File: src/rtl/ntab_pkg.sv
package ntab_pkg;
    // Default geometry shared by the core, its sub-blocks and the checker.
    parameter int NT_NODES  = 8;
    parameter int NT_WIN    = 4;   // power of two: identifiers wrap naturally
    parameter int NT_DATA_W = 16;
    parameter int NT_TAG_W  = 5;
    parameter int NT_OP_W   = 4;
    parameter int NT_ADDR_W = 12;
    parameter int NT_PEND_W = 5;
endpackage

File: src/rtl/ntab_pick.sv
module ntab_pick #(
    parameter int NODES = ntab_pkg::NT_NODES,
    parameter int WIN   = ntab_pkg::NT_WIN,
    localparam int IID_W = $clog2(WIN),
    localparam int IDX_W = $clog2(NODES)
) (
    input  logic [NODES-1:0] rdy,
    input  logic [IID_W-1:0] iid [NODES],
    input  logic [IID_W-1:0] head,
    output logic             any,
    output logic [IDX_W-1:0] idx
);
    logic [IID_W-1:0] age;
    logic [IID_W-1:0] best;

    // Age is the ring distance from the oldest resident instruction;
    // strict compare keeps the lower entry on a tie.
    always_comb begin
        any  = 1'b0;
        idx  = '0;
        best = '1;
        age  = '0;
        for (int i = 0; i < NODES; i++) begin
            age = iid[i] - head;
            if (rdy[i] && (!any || age < best)) begin
                any  = 1'b1;
                idx  = IDX_W'(i);
                best = age;
            end
        end
    end
endmodule

File: src/rtl/ntab_nodes.sv
module ntab_nodes #(
    parameter int NODES  = ntab_pkg::NT_NODES,
    parameter int WIN    = ntab_pkg::NT_WIN,
    parameter int DATA_W = ntab_pkg::NT_DATA_W,
    parameter int TAG_W  = ntab_pkg::NT_TAG_W,
    parameter int OP_W   = ntab_pkg::NT_OP_W,
    localparam int IID_W = $clog2(WIN),
    localparam int IDX_W = $clog2(NODES)
) (
    input  logic              clk,
    input  logic              rst_n,
    input  logic              ins_go,
    input  logic [IID_W-1:0]  ins_iid,
    input  logic [OP_W-1:0]   ins_op,
    input  logic [TAG_W-1:0]  ins_dtag,
    input  logic              ins_st,
    input  logic              ins_a_rdy,
    input  logic [TAG_W-1:0]  ins_a_tag,
    input  logic [DATA_W-1:0] ins_a_val,
    input  logic              ins_b_rdy,
    input  logic [TAG_W-1:0]  ins_b_tag,
    input  logic [DATA_W-1:0] ins_b_val,
    input  logic              res_valid,
    input  logic [TAG_W-1:0]  res_tag,
    input  logic [DATA_W-1:0] res_val,
    input  logic [IID_W-1:0]  head_iid,
    output logic              has_free,
    output logic              fire_valid,
    output logic [OP_W-1:0]   fire_op,
    output logic [TAG_W-1:0]  fire_tag,
    output logic [IID_W-1:0]  fire_iid,
    output logic              fire_st,
    output logic [DATA_W-1:0] fire_a,
    output logic [DATA_W-1:0] fire_b
);
    typedef struct packed {
        logic              vld;
        logic [IID_W-1:0]  iid;
        logic [OP_W-1:0]   op;
        logic [TAG_W-1:0]  dtag;
        logic              st;
        logic              ra;
        logic [TAG_W-1:0]  ta;
        logic [DATA_W-1:0] va;
        logic              rb;
        logic [TAG_W-1:0]  tb;
        logic [DATA_W-1:0] vb;
    } entry_t;

    typedef struct packed {
        entry_t [NODES-1:0] ent;
    } tab_t;

    tab_t q, d;

    logic [NODES-1:0] rdy;
    logic [IID_W-1:0] ent_iid [NODES];
    logic             pick_any;
    logic [IDX_W-1:0] pick_idx;
    logic [IDX_W-1:0] free_idx;
    entry_t           ne;

    for (genvar g = 0; g < NODES; g++) begin : g_ready
        assign rdy[g]     = q.ent[g].vld && q.ent[g].ra && q.ent[g].rb;
        assign ent_iid[g] = q.ent[g].iid;
    end

    ntab_pick #(.NODES(NODES), .WIN(WIN)) u_pick (
        .rdy  (rdy),
        .iid  (ent_iid),
        .head (head_iid),
        .any  (pick_any),
        .idx  (pick_idx)
    );

    always_comb begin
        d        = q;
        has_free = 1'b0;
        free_idx = '0;
        ne       = '0;

        // Lowest free entry receives the next inserted node.
        for (int i = NODES - 1; i >= 0; i--) begin
            if (!q.ent[i].vld) begin
                has_free = 1'b1;
                free_idx = IDX_W'(i);
            end
        end

        // Dispatch frees the chosen entry.
        if (pick_any) d.ent[pick_idx].vld = 1'b0;

        // Broadcast capture into every waiting operand with the same tag.
        if (res_valid) begin
            for (int i = 0; i < NODES; i++) begin
                if (q.ent[i].vld && !q.ent[i].ra && q.ent[i].ta == res_tag) begin
                    d.ent[i].ra = 1'b1;
                    d.ent[i].va = res_val;
                end
                if (q.ent[i].vld && !q.ent[i].rb && q.ent[i].tb == res_tag) begin
                    d.ent[i].rb = 1'b1;
                    d.ent[i].vb = res_val;
                end
            end
        end

        // Insert, with bypass of a broadcast arriving in the same cycle.
        if (ins_go) begin
            ne.vld  = 1'b1;
            ne.iid  = ins_iid;
            ne.op   = ins_op;
            ne.dtag = ins_dtag;
            ne.st   = ins_st;
            ne.ra   = ins_a_rdy;
            ne.ta   = ins_a_tag;
            ne.va   = ins_a_val;
            ne.rb   = ins_b_rdy;
            ne.tb   = ins_b_tag;
            ne.vb   = ins_b_val;
            if (!ins_a_rdy && res_valid && ins_a_tag == res_tag) begin
                ne.ra = 1'b1;
                ne.va = res_val;
            end
            if (!ins_b_rdy && res_valid && ins_b_tag == res_tag) begin
                ne.rb = 1'b1;
                ne.vb = res_val;
            end
            d.ent[free_idx] = ne;
        end
    end

    always_ff @(posedge clk) begin
        if (!rst_n) q <= '0;
        else        q <= d;
    end

    assign fire_valid = pick_any;
    assign fire_op    = q.ent[pick_idx].op;
    assign fire_tag   = q.ent[pick_idx].dtag;
    assign fire_iid   = q.ent[pick_idx].iid;
    assign fire_st    = q.ent[pick_idx].st;
    assign fire_a     = q.ent[pick_idx].va;
    assign fire_b     = q.ent[pick_idx].vb;
endmodule

File: src/rtl/ntab_window.sv
module ntab_window #(
    parameter int WIN    = ntab_pkg::NT_WIN,
    parameter int PEND_W = ntab_pkg::NT_PEND_W,
    parameter int DATA_W = ntab_pkg::NT_DATA_W,
    parameter int ADDR_W = ntab_pkg::NT_ADDR_W,
    localparam int IID_W = $clog2(WIN),
    localparam int CNT_W = $clog2(WIN + 1)
) (
    input  logic              clk,
    input  logic              rst_n,
    input  logic              ins_go,
    input  logic              ins_last,
    input  logic              ins_st,
    input  logic [ADDR_W-1:0] ins_addr,
    input  logic              res_valid,
    input  logic [IID_W-1:0]  res_iid,
    input  logic              res_st,
    input  logic [DATA_W-1:0] res_val,
    output logic [IID_W-1:0]  cur_iid,
    output logic [IID_W-1:0]  head_iid,
    output logic              win_full,
    output logic              open,
    output logic              ret_valid,
    output logic [IID_W-1:0]  ret_iid,
    output logic              ret_st,
    output logic [ADDR_W-1:0] ret_addr,
    output logic [DATA_W-1:0] ret_data
);
    typedef struct packed {
        logic              busy;
        logic              closed;
        logic [PEND_W-1:0] pend;
        logic              has_st;
        logic [ADDR_W-1:0] addr;
        logic [DATA_W-1:0] data;
    } slot_t;

    typedef struct packed {
        slot_t [WIN-1:0]  slot;
        logic [IID_W-1:0] head;
        logic [IID_W-1:0] tail;
        logic [CNT_W-1:0] cnt;
        logic             open;
    } win_t;

    win_t  q, d;
    slot_t hs;
    logic  ret_go;
    logic  new_ins;

    always_comb begin
        d       = q;
        hs      = q.slot[q.head];
        ret_go  = hs.busy && hs.closed && (hs.pend == '0);
        cur_iid = q.open ? q.tail - 1'b1 : q.tail;
        new_ins = ins_go && !q.open;

        if (ret_go) begin
            d.slot[q.head].busy = 1'b0;
            d.head = q.head + 1'b1;
        end

        if (res_valid) begin
            d.slot[res_iid].pend = d.slot[res_iid].pend - 1'b1;
            if (res_st) d.slot[res_iid].data = res_val;
        end

        if (ins_go) begin
            if (new_ins) begin
                d.slot[q.tail]      = '0;
                d.slot[q.tail].busy = 1'b1;
                d.tail              = q.tail + 1'b1;
            end
            d.slot[cur_iid].pend = d.slot[cur_iid].pend + 1'b1;
            if (ins_st) begin
                d.slot[cur_iid].has_st = 1'b1;
                d.slot[cur_iid].addr   = ins_addr;
            end
            if (ins_last) d.slot[cur_iid].closed = 1'b1;
            d.open = !ins_last;
        end

        d.cnt = q.cnt + CNT_W'(new_ins) - CNT_W'(ret_go);
    end

    always_ff @(posedge clk) begin
        if (!rst_n) q <= '0;
        else        q <= d;
    end

    assign head_iid  = q.head;
    assign win_full  = (q.cnt == CNT_W'(WIN));
    assign open      = q.open;
    assign ret_valid = ret_go;
    assign ret_iid   = q.head;
    assign ret_st    = ret_go && hs.has_st;
    assign ret_addr  = hs.addr;
    assign ret_data  = hs.data;
endmodule

File: src/rtl/ntab_core.sv
module ntab_core #(
    parameter int NODES  = ntab_pkg::NT_NODES,
    parameter int WIN    = ntab_pkg::NT_WIN,
    parameter int DATA_W = ntab_pkg::NT_DATA_W,
    parameter int TAG_W  = ntab_pkg::NT_TAG_W,
    parameter int OP_W   = ntab_pkg::NT_OP_W,
    parameter int ADDR_W = ntab_pkg::NT_ADDR_W,
    parameter int PEND_W = ntab_pkg::NT_PEND_W,
    localparam int IID_W = $clog2(WIN)
) (
    input  logic              clk,
    input  logic              rst_n,
    input  logic              ins_valid,
    input  logic              ins_last,
    input  logic [OP_W-1:0]   ins_op,
    input  logic [TAG_W-1:0]  ins_dtag,
    input  logic              ins_a_rdy,
    input  logic [TAG_W-1:0]  ins_a_tag,
    input  logic [DATA_W-1:0] ins_a_val,
    input  logic              ins_b_rdy,
    input  logic [TAG_W-1:0]  ins_b_tag,
    input  logic [DATA_W-1:0] ins_b_val,
    input  logic              ins_st,
    input  logic [ADDR_W-1:0] ins_addr,
    output logic              ins_full,
    output logic [IID_W-1:0]  ins_iid,
    output logic              fire_valid,
    output logic [OP_W-1:0]   fire_op,
    output logic [TAG_W-1:0]  fire_tag,
    output logic [IID_W-1:0]  fire_iid,
    output logic              fire_st,
    output logic [DATA_W-1:0] fire_a,
    output logic [DATA_W-1:0] fire_b,
    input  logic              res_valid,
    input  logic [TAG_W-1:0]  res_tag,
    input  logic [IID_W-1:0]  res_iid,
    input  logic              res_st,
    input  logic [DATA_W-1:0] res_val,
    output logic              ret_valid,
    output logic [IID_W-1:0]  ret_iid,
    output logic              ret_st,
    output logic [ADDR_W-1:0] ret_addr,
    output logic [DATA_W-1:0] ret_data
);
    logic             has_free;
    logic             win_full;
    logic             win_open;
    logic             ins_go;
    logic [IID_W-1:0] head_iid;

    // A node needs a free entry; a new instruction also needs a free slot.
    assign ins_full = !has_free || (!win_open && win_full);
    assign ins_go   = ins_valid && !ins_full;

    ntab_window #(
        .WIN(WIN), .PEND_W(PEND_W), .DATA_W(DATA_W), .ADDR_W(ADDR_W)
    ) u_window (
        .clk       (clk),
        .rst_n     (rst_n),
        .ins_go    (ins_go),
        .ins_last  (ins_last),
        .ins_st    (ins_st),
        .ins_addr  (ins_addr),
        .res_valid (res_valid),
        .res_iid   (res_iid),
        .res_st    (res_st),
        .res_val   (res_val),
        .cur_iid   (ins_iid),
        .head_iid  (head_iid),
        .win_full  (win_full),
        .open      (win_open),
        .ret_valid (ret_valid),
        .ret_iid   (ret_iid),
        .ret_st    (ret_st),
        .ret_addr  (ret_addr),
        .ret_data  (ret_data)
    );

    ntab_nodes #(
        .NODES(NODES), .WIN(WIN), .DATA_W(DATA_W), .TAG_W(TAG_W), .OP_W(OP_W)
    ) u_nodes (
        .clk        (clk),
        .rst_n      (rst_n),
        .ins_go     (ins_go),
        .ins_iid    (ins_iid),
        .ins_op     (ins_op),
        .ins_dtag   (ins_dtag),
        .ins_st     (ins_st),
        .ins_a_rdy  (ins_a_rdy),
        .ins_a_tag  (ins_a_tag),
        .ins_a_val  (ins_a_val),
        .ins_b_rdy  (ins_b_rdy),
        .ins_b_tag  (ins_b_tag),
        .ins_b_val  (ins_b_val),
        .res_valid  (res_valid),
        .res_tag    (res_tag),
        .res_val    (res_val),
        .head_iid   (head_iid),
        .has_free   (has_free),
        .fire_valid (fire_valid),
        .fire_op    (fire_op),
        .fire_tag   (fire_tag),
        .fire_iid   (fire_iid),
        .fire_st    (fire_st),
        .fire_a     (fire_a),
        .fire_b     (fire_b)
    );
endmodule

File: config.mk
export PLATFORM = sky130hd
export DESIGN_NAME = ntab_core
export DESIGN_NICKNAME = d
export VERILOG_FILES = /design/src/rtl/ntab_pkg.sv /design/src/rtl/ntab_pick.sv /design/src/rtl/ntab_nodes.sv /design/src/rtl/ntab_window.sv /design/src/rtl/ntab_core.sv
export SDC_FILE = /design/constraint.sdc
export NUM_CORES = 2
export LEC_CHECK = 0
export BUFFER_PORTS_ARGS = -buffer_cell sky130_fd_sc_hd__buf_2
export CAP_MARGIN = 20
export CORE_MARGIN = 2
export CORE_UTILIZATION = 48
export DETAILED_ROUTE_END_ITERATION = 7
export GPL_ROUTABILITY_DRIVEN = 0
export PLACE_DENSITY = 0.73
export REMOVE_ABC_BUFFERS = 1
export SLEW_MARGIN = 25
export SYNTH_ARGS = -nofsm -noshare
export SYNTH_HDL_FRONTEND = slang
export SYNTH_SLANG_ARGS = --single-unit
File: constraint.sdc
create_clock -name clk -period 14.9 [get_ports clk]
set_clock_uncertainty 0.1 [all_clocks]
set_input_delay 2.98 -clock clk [delete_from_list [all_inputs] [get_ports clk]]
set_output_delay 2.98 -clock clk [all_outputs]
set_load 0.01 [all_outputs]
== After elaboration in Yosys (flattened, before gate mapping) ==
Cells that the tools add are included.
Cells by class
  add/sub/neg operators: 15
  bitwise logic cells: 2
  multiplexer cells: 154
  reduce and logical (&&, ||, !) cells: 110
  order comparisons: 19
  equality and inequality tests: 19
Operators by type and width (number)
  bitwise mux 144 bit: 8
  two-way mux 144 bit: 8
  bitwise mux 456 bit: 2
  two-way mux 456 bit: 2
  demux 36 bit (select 2 bit): 9
  two-way mux 16 bit: 29
  demux 57 bit (select 3 bit): 2
  binary-select mux 36 bit (select 2 bit): 3
  binary-select mux 57 bit (select 3 bit): 1
  two-way mux 146 bit: 1
  AND 144 bit: 1
  two-way mux 36 bit: 4
  NOT 144 bit: 1
  two-way mux 17 bit: 8
  two-way mux 34 bit: 4
  two-way mux 57 bit: 2
  equality test 5 bit: 18
  logical AND 1 bit: 71
  two-way mux 56 bit: 1
  two-way mux 1 bit: 45
  two-way mux 3 bit: 14
  two-way mux 35 bit: 1
  zero test 1 bit: 29
  two-way mux 29 bit: 1
  18 further kinds: 54
Storage, ports and cells
  input port bits: 95
  register bits: 608

== Longest topological paths before layout ==
  depth after elaboration: 41
  mapped depth: 56
  depth with buffers taken out: 50

== Cells and area by module ==
A second synthesis with hierarchy kept.
Unflattened totals
  cells, all modules: 3223
  area total of the unflattened synthesis: 30189.0 um^2
Modules (own cells, without submodules)
  ntab_nodes: area an instance 21894.7 um^2, times used 1, cells each 2221
  ntab_window: area an instance 7284.5 um^2, times used 1, cells each 862
  ntab_pick: area an instance 985.9 um^2, times used 1, cells each 137
  ntab_core: area an instance 23.8 um^2, times used 1, cells each 3

== Least setup slack after synthesis ==
No wires, ideal clock.
  path kind: flip-flop to output port
  from: register u_window.q (netlist bit u_window.head_iid[0])
  to: output port fire_op[1]
  cell stages (with the launch flop): 52
  data required time: 11.820 ns
  setup slack: 2.244 ns
  arrival: 9.576 ns
  path through: dfxtp_1 > ha_1 > xnor2_1 > xnor2_1 > nor2_1 > ha_1 > a21oi_1 > o21ai_0 > o21ai_0 > ha_1 > nand4_1 > nand3_1 > a31oi_1 > nor2_1 > a21oi_1 > ha_1 > or3_1 > o31a_1 > (+16 left out) > nor2_1 > a21o_1 > ha_1 > nor2_1 > a31oi_1 > nor2_1 > a21o_1 > o21a_1 > ha_1 > nor3b_1 > o21ai_0 > or2_2 > a211oi_1 > a211oi_2 > buf_2 > o21ai_0 > o22ai_1 > a2111o_1
Between the ends
  word-level cells in the longest chain between the ends: 32
  elaborated cells on any way between the ends: 57
  classes of those cells: add/sub (8); order compare (7); mux (22); reduce/logical (20)
RTL lines
  start, declared: line ntab_window.sv:46  | win_t q, d;
  start signal, assigned: line ntab_window.sv:87  | if (!rst_n) q <= '0;
  start signal, assigned: line ntab_window.sv:88  | else q <= d;
  subtractor 2 bit: line ntab_pick.sv:24  | age = iid[i] - head;
  two-way mux 2 bit: line ntab_pick.sv:25  | if (rdy[i] && (!any || age < best)) begin
  < comparator 2 bit: line ntab_pick.sv:25
  logical OR 1 bit: line ntab_pick.sv:25
  logical AND 1 bit: line ntab_pick.sv:25
  two-way mux 2 bit / two-way mux 1 bit (equally long branches): line ntab_pick.sv:25
  < comparator 2 bit / zero test 1 bit (equally long branches): line ntab_pick.sv:25
  logical OR 1 bit: line ntab_pick.sv:25
  (+16 left out)
  logical AND 1 bit: line ntab_pick.sv:25
  two-way mux 2 bit / two-way mux 1 bit (equally long branches): line ntab_pick.sv:25
  < comparator 2 bit / zero test 1 bit (equally long branches): line ntab_pick.sv:25
  logical OR 1 bit: line ntab_pick.sv:25
  logical AND 1 bit: line ntab_pick.sv:25
  two-way mux 3 bit (*): line ntab_pick.sv:25
  binary-select mux 57 bit (select 3 bit) (*): line ntab_nodes.sv:138  | assign fire_op = q.ent[pick_idx].op;
  two-way mux 56 bit (not written as such) (*): line ntab_nodes.sv:138
  end, declared: line ntab_core.sv:28  | output logic [OP_W-1:0] fire_op,
Every way passes the cells marked *; elsewhere a longest branch is shown, timed or not. The select of a mux whose other input is x is not followed.

== Worst setup path in the final report ==
  from: register u_nodes.q (netlist bit u_nodes.ent_iid[14])
  to: output port fire_a[6]
Between the ends
  word-level cells in the longest chain between the ends: 32
  elaborated cells on any way between the ends: 50
  classes of those cells: add/sub (1); order compare (7); mux (22); reduce/logical (20)
RTL lines
  start, declared: line ntab_nodes.sv:54  | tab_t q, d;
  start signal, assigned: line ntab_nodes.sv:133  | if (!rst_n) q <= '0;
  start signal, assigned: line ntab_nodes.sv:134  | else q <= d;
  subtractor 2 bit (*): line ntab_pick.sv:24
  two-way mux 2 bit (*): line ntab_pick.sv:25
  < comparator 2 bit: line ntab_pick.sv:25
  logical OR 1 bit: line ntab_pick.sv:25
  logical AND 1 bit: line ntab_pick.sv:25
  two-way mux 2 bit / two-way mux 1 bit (equally long branches): line ntab_pick.sv:25
  < comparator 2 bit / zero test 1 bit (equally long branches): line ntab_pick.sv:25
  logical OR 1 bit: line ntab_pick.sv:25
  (+16 left out)
  logical AND 1 bit: line ntab_pick.sv:25
  two-way mux 2 bit / two-way mux 1 bit (equally long branches): line ntab_pick.sv:25
  < comparator 2 bit / zero test 1 bit (equally long branches): line ntab_pick.sv:25
  logical OR 1 bit: line ntab_pick.sv:25
  logical AND 1 bit: line ntab_pick.sv:25
  two-way mux 3 bit (*): line ntab_pick.sv:25
  binary-select mux 57 bit (select 3 bit) (*): line ntab_nodes.sv:142  | assign fire_a = q.ent[pick_idx].va;
  two-way mux 56 bit (*)
  end, declared: line ntab_core.sv:32  | output logic [DATA_W-1:0] fire_a,
Marks and branches as above.

==> results.md <==
- Design Power: 4.15 mW
- Mapped Cells: 4120
- Setup TNS: 0 ns
- Syn_area_per_cell: 7.64 sq um
- Pwr dens: 119 nW/um^2
- Vias in the first global route: 29200
- Slew @ Worst Pin: 1.15 ns
- CTS H-tree depth: 3
- CP dominant cell by count: ha_1
- DR DRC count: 0
- Final setup fails: 0
- Fin nets: 4187
- Most common cell in the netlist: nand2_1
- Outcome: finished clean
- P_leak: 14.2 nW
- Antenna-violating nets left: 0
- Mux cell area share after synthesis: 0.0646
- Slew Viols, Final: 0
- FFs w/ async S/R, synth: 0
- Area leader, netlist: dfxtp_1
- Post-DR vias/cell: 6.26
- CP peak stage delay: 0.41 ns
- Met2 GRT Util: 0.521
- Total of max-cap violations: 0
- # diodes: 0
- Area share of the largest cell type after synthesis: 0.387
- Root cell of the clock tree: clkbuf_16
- Chip width: 260 um
- Die height: 260 um
- Sequential fraction of the synthesis area: 0.387
- Synth top area cells: dfxtp_1 (39%), nand2_1 (15%), a21oi_1 (4.5%)
- Most common library cells after synthesis: nand2_1 (1247), dfxtp_1 (608), clkbuf_1 (295)
- Slew Limit Headroom: 0.230
- Area grow syn2layout: 11.0%
- Simple-Gate Fraction of Synth Area: 0.274
- Worst hold slack: 0.353 ns
- Final period utilization: 0.968
- Io pins: 175
- First-pass GRT wire length: 174000 um
- Met3 Use GR: 0.0629
- Worst-path maximum fanout: 26
- Synthesized flop and latch total: 608
- Top FF cell, synth: dfxtp_1
- Largest family of logic cells by synthesized area: simple AND/OR/NAND/NOR gates
- Synthesized area: 31500 sq um
- CTS tree: done
- CTS max path bufs: 3
- Effective utilization at floorplan: 0.487
- Final WL: 115000 um
- Post-synth EDFFs: 0
- Post-Synth XOR/XNOR Area: 0.0326
- CP required: 11.82 ns
- Initial antenna violation count: 1
- Critical-path top delay cell: o21ai_0
- Core ar.: 64600 sq um
- Die ar.: 67600 sq um
- WP data arrival: 11.34 ns
- Layout cells sized above 1: 0.122
- Hold Buf Count CTS: 0
- Final core utilization: 0.541
- IO buf count: 174
- Clock Latency Late Sink: 0.63 ns
- Endpoints failing hold: 0
- Fraction of the mapped netlist area in adder cells: 0.0114
- Synth Area in Compound Gates: 0.175
- Filler cells: 6026
- Worst VDD drop: 0.0946 mV
- Clock Sinks: 608
- Synth Warn #: 0
- Congestion Overflow GR: 0
- Critical path startpoint category: register
- HP Class: register to register
- Num CTS Buffers: 69
- First-iteration detailed-routing DRC count: 3683
- Min Clock Period, post-route: 14.42 ns
- Detailed placement HPWL: 67100 um
- Fmax achieved: 69.3 MHz
- Crit Path Category: register to primary output
- Clock slew at reported path FFs: 0.06 ns
- DRT Pass-1 Iters: 6
- All-Layer GR Usage: 0.329
- DR WL/cell: 23.1 um
- Layer carrying the most global-route usage: met2
- Via count: 31100
- Multi-input logic area: 17700 sq um
- Std cell rows: 93
- Count of unique library cells instantiated by Yosys: 82
- CP Capture Type: primary output
- Sequential standard cell area: 12200 sq um
- Largest net degree at the start of global routing: 98
- Met1 Use GR: 0.425
stage by stage:
step / worst slack [ns] / cell area, sq um / cells
after global routing: -0.0498 / 34900 / 4967
after detailed placement: 0.963 / 32600 / 4840
after floorplan: -3.13 / 29900 / 3740
after CTS: 0.298 / 34800 / 4959
final: 0.479 / 34900 / 4967
after global placement: 1.10 / 32500 / 4838
metal layers:
metal | share of wire | routed length [um]
met4 | 0.055 | 6340
met2 | 0.45 | 51600
met5 | 0.000087 | 10
met3 | 0.11 | 12600
met1 | 0.39 | 44300
power breakdown:
group	switching [mW]	internal, mW	leakage (nW)
clock	0.710	1.03	1.11
sequential	0.0528	1.71	4.92
combinational	0.421	0.229	8.16
cells by family (layout without fill, tap and decap cells):
kind of cell               Yosys count  in the layout
and+or+nand+nor                   1958           1958
AOI/OAI and AO/OA                  823            824
DFF                                608            608
buffers and inverters              433            424
muxes                              153            153
xor gates and xnor gates           117            117
adders and majority gates           28             28
flip-flops by register name (all words and copies together) (netlist names):
register           flops
u_window.open          1
u_nodes.q            440
u_window.q           149
u_window.head_iid      2
u_nodes.ent_iid       16
placed cells by master, fill, tap and decap left out, drive strengths merged, types with 28 or more instances in the layout:
master / n
clkbuf: 102
a22oi: 46
dfxtp: 608
xor2: 29
buf: 251
xnor2: 88
nor2: 161
a21oi: 285
and3: 225
a211oi: 106
nand4: 28
mux2i: 59
inv: 45
o21a: 31
nand3: 190
mux4: 34
mux2: 60
nand2: 1248
o21ai: 82
a21boi: 96
final cells by class:
| class | count | area share |
|---|---|---|
| Clock buffer | 101 | 0.0578 |
| Multi-Input combinational cell | 3080 | 0.507 |
| Inverter | 53 | 0.00591 |
| Timing Repair Buffer | 252 | 0.0430 |
| Clock inverter | 18 | 0.00687 |
| Tap cell | 855 | 0.0306 |
| Sequential cell | 608 | 0.348 |
worst max-delay path, delay by kind of cell, from the launching register on:
kind                       cells  cell delay, ns
buffers and inverters          5            1.12
DFF                            1            0.33
muxes                          1            0.40
AOI/OAI and AO/OA             24            4.92
and+or+nand+nor               11            1.36
xor gates and xnor gates       2            0.37
adders and majority gates      8            2.19
path summary, 6_finish.rpt:
path | start | end | slack (ns) | cells past startpoint
max | u_nodes.ent_iid[14]$_SDFFE_PN0P_ | fire_a[6] | 0.48 | 51
min | u_window.q[135]$_SDFFE_PN0P_ | u_window.q[135]$_SDFFE_PN0P_ | 0.35 | 2
max reg2reg | u_nodes.ent_iid[14]$_SDFFE_PN0P_ | u_nodes.q[113]$_SDFF_PN0_ | 4.38 | 48
min reg2reg | u_window.q[135]$_SDFFE_PN0P_ | u_window.q[135]$_SDFFE_PN0P_ | 0.35 | 2
timing repair:
action                                  4_1_cts  5_1_grt
resized for setup                             0       12
buffers inserted                              0        7
endpoints found under the setup margin        0       44
(Power assumes the default switching activity.)
